--- src/rtl/mdio_pkg.sv ---
package mdio_pkg;

    localparam int PRE_BITS  = 32;
    localparam int WR_BITS   = 32;
    localparam int RD_HDR    = 14;
    localparam int RD_SAMP   = 18;
    localparam int ADDR_W    = 5;
    localparam int DATA_W    = 16;
    localparam int CNT_W     = $clog2(PRE_BITS + 1);

    localparam logic [1:0] SOF_CODE = 2'b01;
    localparam logic [1:0] OP_READ  = 2'b10;
    localparam logic [1:0] OP_WRITE = 2'b01;
    localparam logic [1:0] TA_DRIVE = 2'b10;

    typedef enum logic [2:0] {
        SEQ_IDLE,
        SEQ_PRE,
        SEQ_DRV,
        SEQ_SAMP,
        SEQ_TAIL
    } seq_st_e;

    function automatic logic [WR_BITS-1:0] pack_word(
        input logic              wr,
        input logic [ADDR_W-1:0] phy,
        input logic [ADDR_W-1:0] rg,
        input logic [DATA_W-1:0] wd
    );
        if (wr)
            return {SOF_CODE, OP_WRITE, phy, rg, TA_DRIVE, wd};
        else
            return {SOF_CODE, OP_READ, phy, rg, {RD_SAMP{1'b0}}};
    endfunction

endpackage

--- src/rtl/mdio_clk_div.sv ---
module mdio_clk_div #(
    parameter int HALF = 50
) (
    input  logic clk,
    input  logic rst_n,
    input  logic run,
    output logic mdc,
    output logic rise_tick,
    output logic fall_tick
);
    localparam int CW = (HALF > 1) ? $clog2(HALF) : 1;
    localparam int LW = CW + 1;

    typedef struct packed {
        logic [CW-1:0] cnt;
        logic          mdc;
    } div_t;

    div_t q, d;
    logic wrap;

    assign wrap      = run && (q.cnt == CW'(HALF - 1));
    assign rise_tick = wrap && !q.mdc;
    assign fall_tick = wrap && q.mdc;
    assign mdc       = q.mdc;

    always_comb begin
        d = q;
        if (!run) begin
            d.cnt = '0;
            d.mdc = 1'b0;
        end else if (wrap) begin
            d.cnt = '0;
            d.mdc = ~q.mdc;
        end else begin
            d.cnt = q.cnt + 1'b1;
        end
    end

    always_ff @(posedge clk or negedge rst_n) begin
        if (!rst_n) q <= '0;
        else        q <= d;
    end

    // checker state: length of the current MDC level while running
    logic          mdc_seen_q;
    logic [LW-1:0] len_q;
    logic          toggled;

    assign toggled = (q.mdc != mdc_seen_q);

    always_ff @(posedge clk or negedge rst_n) begin
        if (!rst_n) begin
            mdc_seen_q <= 1'b0;
            len_q      <= '0;
        end else begin
            mdc_seen_q <= q.mdc;
            if (!run)         len_q <= '0;
            else if (toggled) len_q <= LW'(1);
            else              len_q <= len_q + 1'b1;
        end
    end

    p_half_bound_r2: assert property (@(posedge clk) disable iff (!rst_n)
        run |-> (len_q <= LW'(HALF)));

    p_half_exact_r2: assert property (@(posedge clk) disable iff (!rst_n)
        (toggled && run) |-> (len_q == LW'(HALF)));

endmodule

--- src/rtl/mdio_frame_seq.sv ---
module mdio_frame_seq
    import mdio_pkg::*;
(
    input  logic              clk,
    input  logic              rst_n,
    input  logic              req_valid,
    input  logic              req_write,
    input  logic [ADDR_W-1:0] req_phy,
    input  logic [ADDR_W-1:0] req_reg,
    input  logic [DATA_W-1:0] req_wdata,
    input  logic              rise_tick,
    input  logic              fall_tick,
    input  logic              mdio_i,
    output logic              run,
    output logic              mdio_o,
    output logic              mdio_oe,
    output logic              done,
    output logic [DATA_W-1:0] rd_data,
    output logic              rd_err
);
    typedef struct packed {
        seq_st_e            st;
        logic [WR_BITS-1:0] sh;
        logic [CNT_W-1:0]   left;
        logic               wr;
        logic               ta_first;
        logic [DATA_W-1:0]  rx;
        logic               mo;
        logic               oe;
        logic               done;
        logic [DATA_W-1:0]  rdata;
        logic               rerr;
    } seq_t;

    seq_t q, d;

    assign run     = (q.st != SEQ_IDLE);
    assign mdio_o  = q.mo;
    assign mdio_oe = q.oe;
    assign done    = q.done;
    assign rd_data = q.rdata;
    assign rd_err  = q.rerr;

    always_comb begin
        d      = q;
        d.done = 1'b0;
        unique case (q.st)
            SEQ_IDLE: begin
                if (req_valid) begin
                    d.st       = SEQ_PRE;
                    d.sh       = pack_word(req_write, req_phy, req_reg, req_wdata);
                    d.wr       = req_write;
                    d.left     = CNT_W'(PRE_BITS - 1);
                    d.mo       = 1'b1;
                    d.oe       = 1'b1;
                    d.rx       = '0;
                    d.ta_first = 1'b0;
                end
            end
            SEQ_PRE: begin
                if (fall_tick) begin
                    if (q.left == '0) begin
                        d.st   = SEQ_DRV;
                        d.left = q.wr ? CNT_W'(WR_BITS - 1) : CNT_W'(RD_HDR - 1);
                        d.mo   = q.sh[WR_BITS-1];
                        d.sh   = {q.sh[WR_BITS-2:0], 1'b0};
                    end else begin
                        d.left = q.left - 1'b1;
                    end
                end
            end
            SEQ_DRV: begin
                if (fall_tick) begin
                    if (q.left == '0) begin
                        d.oe = 1'b0;
                        d.mo = 1'b0;
                        if (q.wr) begin
                            d.st = SEQ_TAIL;
                        end else begin
                            d.st   = SEQ_SAMP;
                            d.left = CNT_W'(RD_SAMP - 1);
                        end
                    end else begin
                        d.left = q.left - 1'b1;
                        d.mo   = q.sh[WR_BITS-1];
                        d.sh   = {q.sh[WR_BITS-2:0], 1'b0};
                    end
                end
            end
            SEQ_SAMP: begin
                if (rise_tick) begin
                    if (q.left == CNT_W'(RD_SAMP - 1))
                        d.ta_first = mdio_i;
                    d.rx = {q.rx[DATA_W-2:0], mdio_i};
                end
                if (fall_tick) begin
                    if (q.left == '0) begin
                        d.st    = SEQ_IDLE;
                        d.done  = 1'b1;
                        d.rerr  = q.ta_first;
                        d.rdata = q.ta_first ? '0 : q.rx;
                    end else begin
                        d.left = q.left - 1'b1;
                    end
                end
            end
            SEQ_TAIL: begin
                if (fall_tick) begin
                    d.st   = SEQ_IDLE;
                    d.done = 1'b1;
                    d.rerr = 1'b0;
                end
            end
            default: d.st = SEQ_IDLE;
        endcase
    end

    always_ff @(posedge clk or negedge rst_n) begin
        if (!rst_n) begin
            q    <= '0;
            q.st <= SEQ_IDLE;
        end else begin
            q <= d;
        end
    end

    p_accept_r1: assert property (@(posedge clk) disable iff (!rst_n)
        (req_valid && q.st == SEQ_IDLE) |=> (q.st == SEQ_PRE));

    p_hold_kind_r1: assert property (@(posedge clk) disable iff (!rst_n)
        run |=> $stable(q.wr));

    p_pre_ones_r3: assert property (@(posedge clk) disable iff (!rst_n)
        (q.st == SEQ_PRE) |-> (mdio_oe && mdio_o));

    p_samp_released_r5: assert property (@(posedge clk) disable iff (!rst_n)
        (q.st == SEQ_SAMP) |-> !mdio_oe);

    p_tail_released_r8: assert property (@(posedge clk) disable iff (!rst_n)
        (q.st == SEQ_TAIL) |-> !mdio_oe);

    p_err_no_data_r6: assert property (@(posedge clk) disable iff (!rst_n)
        (done && rd_err) |-> (rd_data == '0));

    p_done_pulse_r10: assert property (@(posedge clk) disable iff (!rst_n)
        done |=> !done);

    p_done_idle_r10: assert property (@(posedge clk) disable iff (!rst_n)
        done |-> !run);

endmodule

--- src/rtl/mdio_frame_master.sv ---
module mdio_frame_master
    import mdio_pkg::*;
#(
    parameter int MDC_HALF = 50
) (
    input  logic              clk,
    input  logic              rst_n,
    input  logic              req_valid,
    input  logic              req_write,
    input  logic [ADDR_W-1:0] req_phy,
    input  logic [ADDR_W-1:0] req_reg,
    input  logic [DATA_W-1:0] req_wdata,
    output logic              busy,
    output logic              done,
    output logic [DATA_W-1:0] rd_data,
    output logic              rd_err,
    output logic              mdc,
    output logic              mdio_o,
    output logic              mdio_oe,
    input  logic              mdio_i
);
    logic run, rise_tick, fall_tick;

    mdio_clk_div #(.HALF(MDC_HALF)) u_div (
        .clk       (clk),
        .rst_n     (rst_n),
        .run       (run),
        .mdc       (mdc),
        .rise_tick (rise_tick),
        .fall_tick (fall_tick)
    );

    mdio_frame_seq u_seq (
        .clk       (clk),
        .rst_n     (rst_n),
        .req_valid (req_valid),
        .req_write (req_write),
        .req_phy   (req_phy),
        .req_reg   (req_reg),
        .req_wdata (req_wdata),
        .rise_tick (rise_tick),
        .fall_tick (fall_tick),
        .mdio_i    (mdio_i),
        .run       (run),
        .mdio_o    (mdio_o),
        .mdio_oe   (mdio_oe),
        .done      (done),
        .rd_data   (rd_data),
        .rd_err    (rd_err)
    );

    assign busy = run;

    p_setup_low_r9: assert property (@(posedge clk) disable iff (!rst_n)
        (!$stable(mdio_o) || !$stable(mdio_oe)) |-> !mdc);

    p_idle_mdc_low_r2: assert property (@(posedge clk) disable iff (!rst_n)
        !busy |-> !mdc);

endmodule

--- config.mk ---
export PLATFORM = sky130hd
export DESIGN_NAME = mdio_frame_master
export DESIGN_NICKNAME = d
export VERILOG_FILES = /design/src/rtl/mdio_pkg.sv /design/src/rtl/mdio_clk_div.sv /design/src/rtl/mdio_frame_seq.sv /design/src/rtl/mdio_frame_master.sv
export SDC_FILE = /design/constraint.sdc
export NUM_CORES = 1
export LEC_CHECK = 0
export ABC_AREA = 1
export BUFFER_PORTS_ARGS = -buffer_cell sky130_fd_sc_hd__buf_2
export CAP_MARGIN = 20
export CELL_PAD_IN_SITES_DETAIL_PLACEMENT = 2
export CELL_PAD_IN_SITES_GLOBAL_PLACEMENT = 2
export CORE_MARGIN = 8
export CORE_UTILIZATION = 35
export CTS_BUF_LIST = sky130_fd_sc_hd__clkbuf_4
export CTS_CLUSTER_SIZE = 20
export DETAILED_ROUTE_END_ITERATION = 16
export PLACE_DENSITY_LB_ADDON = 0.1
export SYNTH_ARGS = -nofsm -noshare
export SYNTH_HDL_FRONTEND = slang
export SYNTH_SLANG_ARGS = --single-unit
--- constraint.sdc ---
create_clock -name clk -period 2.5 [get_ports clk]
set_clock_uncertainty 0.15 [all_clocks]
set_input_delay 0.25 -clock clk [delete_from_list [all_inputs] [get_ports clk]]
set_output_delay 0.25 -clock clk [all_outputs]
set_load 0.02 [all_outputs]
==> results.json <==
{
  "final_common_cell": "nand2_1",
  "dr.pass1.iters": 4,
  "rsz0062_at_grt": "false",
  "status": "finished, final reports clean",
  "grt_pass1_wl_mm": 22.9,
  "vdd_drop_max_uv": 289,
  "cts_tree": "built",
  "pin_count": 53,
  "leakagePower_nw": 2.53,
  "cts_setup_buffers": 0,
  "yosysSeqAreaShare_pct": 46.7,
  "hold_viol": 0,
  "p_switching_w": 0.000602,
  "path_cells": "inv_1 > ha_1 > nand3_2 > nand2_2 > nand2_1 > nor2_4 > nand3_4 > nand2_1 > nand2_1",
  "combPwrFrac_pct": 5.0,
  "dp_cells": 796,
  "synth_area_mm2": 0.00461,
  "path_buf_inv": 1,
  "finalMaxSlewViolations": 0,
  "dieArea_mm2": 0.0171,
  "grtUsageTotal_pct": 17.0,
  "die_y_um": 131,
  "cts_buffers": 9,
  "fmax_mhz": 446,
  "end_kind": "register",
  "tightest_slew_ns": 0.514,
  "setup_viol_count_final": 0,
  "multi_input_area_mm2": 0.00200,
  "finalCritPeriodShare_pct": 89.7,
  "gp_congestion": 0.804,
  "worstHoldPathType": "primary input to register",
  "fp.dieW_um": 131,
  "timing.slew.headroom_pct": 65.5,
  "post_drt_wl_per_cell_um": 16.1,
  "grt_max_degree": 39,
  "synth_warnings": 0,
  "power.density_mw_per_mm2": 453,
  "cp_top_family": "simple AND/OR/NAND/NOR gates",
  "grt.overflow.total": 0,
  "pwr-share-seq_pct": 59.2,
  "clockRootBuffer": "clkbuf_4",
  "yosysTopAreaCell": "dfrtp_1",
  "num_vias": 4168,
  "wirelength_mm": 13.3,
  "first_iter_violations": 173,
  "dp.final_hpwl_mm": 9.30,
  "total_power_w": 0.00235,
  "initial_core_util_pct": 35.4,
  "regArea_mm2": 0.00215,
  "layout_common_cells": "nand2_1, dfrtp_1, o21ai_0",
  "final_antenna_net_count": 0,
  "crit_top_cell": "nand2_1",
  "arrival_ns": 2.47,
  "num-nets-final": 680,
  "clkSlewWorstSetupHoldPaths_ns": 0.14,
  "fin_cells": 826,
  "drc": 0,
  "via_per_inst": 5.05,
  "cp-start-kind": "register",
  "clockPowerShare_pct": 35.8,
  "synth_cell_types": 32,
  "min_period_ns": 2.24,
  "core_mm2": 0.0130,
  "critPathMaxStageDelay_ns": 0.42,
  "fill_cells": 1588,
  "critPathKind": "register to register",
  "syn_nets": 635,
  "h-tree-depth": 3,
  "cts.path.max_buffers": 2,
  "numClockSinks": 86,
  "portBuffers": 52,
  "post_cts_resized": 0,
  "synthToLayoutAreaGrowth_pct": 12.5,
  "clkLatencyLatePin_ns": 0.48,
  "max_cap_violations": 0,
  "crit_slowest_cell": "dfrtp_1",
  "yosys.area.top_type_share_pct": 46.7,
  "intPower_w": 0.00175,
  "grt_pass1_vias": 4561,
  "fp-row-count": 42,
  "ys_ff_latch": 86,
  "fin_tns_setup_ns": 0,
  "syn_avg_cell_area_um2": 7.68,
  "p_sw_share_pct": 25.6,
  "antenna_found_initial": 1,
  "drive_above_1_share_pct": 15.3,
  "crit_path_max_fanout": 32,
  "synthCells": 600,
  "critPathRequiredTime_ns": 2.73,
  "ys_top_cells_by_area": "dfrtp_1, nand2_1, o21ai_0"
}
-- cell type report --
| type | instances | area share (%) |
|---|---|---|
| well taps | 176 | 4.25 |
| inverters | 43 | 3.11 |
| clock inverters | 6 | 1.38 |
| repair buffers | 79 | 9.89 |
| diodes | 1 | 0.0483 |
| flip-flops and latches | 86 | 41.5 |
| multi-input cells | 426 | 38.5 |
| clock buffers | 9 | 1.30 |
-- per-stage QoR --
step           hold slack, ns  instance area [um2]  worst slack (ns)  utilization (%)
2_1_floorplan          -0.196                 4610             0.637                -
3_3_place_gp            0.109                 4900             0.363             37.6
3_5_place_dp            0.111                 4900             0.223             37.6
4_1_cts              0.000616                 5180             0.214             39.8
5_1_grt                0.0458                 5190            0.0132             39.8
6_report               0.0301                 5190             0.259             39.8
-- layer usage --
layer  wire (um)  global-route usage (%)  share of wire [%]
met4         236                    7.02                1.8
met3         364                    2.64                2.7
met1        5980                    21.0                 45
met5           0                       0                  0
met2        6730                    28.9                 51
-- timing repair --
action	in CTS	in global routing
hold endpoints to repair	86	0
hold buffers	14	0
endpoints found under the setup margin	0	0
-- Yosys cell counts, drive strengths merged --
| library cell | count |
|---|---|
| a211oi | 1 |
| nand3b | 1 |
| xor2 | 2 |
| clkbuf | 10 |
| ha | 4 |
| nand3 | 36 |
| nor3b | 2 |
| xnor2 | 1 |
| a21oi | 7 |
| nor3 | 1 |
| o21ai | 69 |
| clkinv | 1 |
| nand4 | 36 |
| inv | 42 |
| buf | 35 |
| nand2 | 234 |
| dfrtp | 86 |
| nor2 | 29 |
| o211ai | 3 |
-- final timing paths --
check | start | slack, ns | end | cells past startpoint
max in group asynchronous | rst_n | 1.47 | u_seq.q[50] | 3
worst min-delay path | req_wdata[7] | 0.03 | u_seq.q[51] | 5
worst min register to register | u_seq.q[60] | 0.35 | u_seq.q[60] | 2
min in group asynchronous | rst_n | 0.13 | u_seq.rd_data[4] | 2
worst max-delay path | u_seq.q[38] | 0.26 | u_seq.q[53] | 9
worst max register to register | u_seq.q[38] | 0.26 | u_seq.q[53] | 9
-- power by group through the flow --
stage	clock network (W)	logic [W]	registers, W
5_1_grt	0.000932	0.000134	0.00139
3_5_place_dp	0	0.000103	0.00142
4_1_cts	0.000881	0.000120	0.00139
3_3_place_gp	0	0.000100	0.00142
6_report	0.000842	0.000116	0.00139
2_1_floorplan	0	0.0000315	0.00142
-- registers in the layout, indices dropped and copies added, names as in the netlist --
name,flops
u_seq.q,59
u_seq.rd_data,16
u_div.q,6
u_div.mdc,1
u_seq.done,1
u_seq.mdio_o,1
u_seq.mdio_oe,1
u_seq.rd_err,1
-- worst register-to-register path, cell delays in order, from the launching register on --
cell and delay (ns):
dfrtp_1 0.42, inv_1 0.15, ha_1 0.27, nand3_2 0.19, nand2_2 0.14, nand2_1 0.09, nor2_4 0.13, nand3_4 0.35
nand2_1 0.19, nand2_1 0.07
-- cell families (layout without fill, tap and decap cells) --
group / after synthesis / count (layout) / share of synthesized area, %
AOI/OAI and AO/OA: 80 / 80 / 9.06
xor gates and xnor gates: 3 / 3 / 0.570
adders and majority gates: 4 / 4 / 1.09
buffers and inverters: 88 / 137 / 9.99
DFF: 86 / 86 / 46.7
other: 0 / 1 / 0
and+or+nand+nor: 339 / 339 / 32.6
Power figures use the tool's default switching activity.
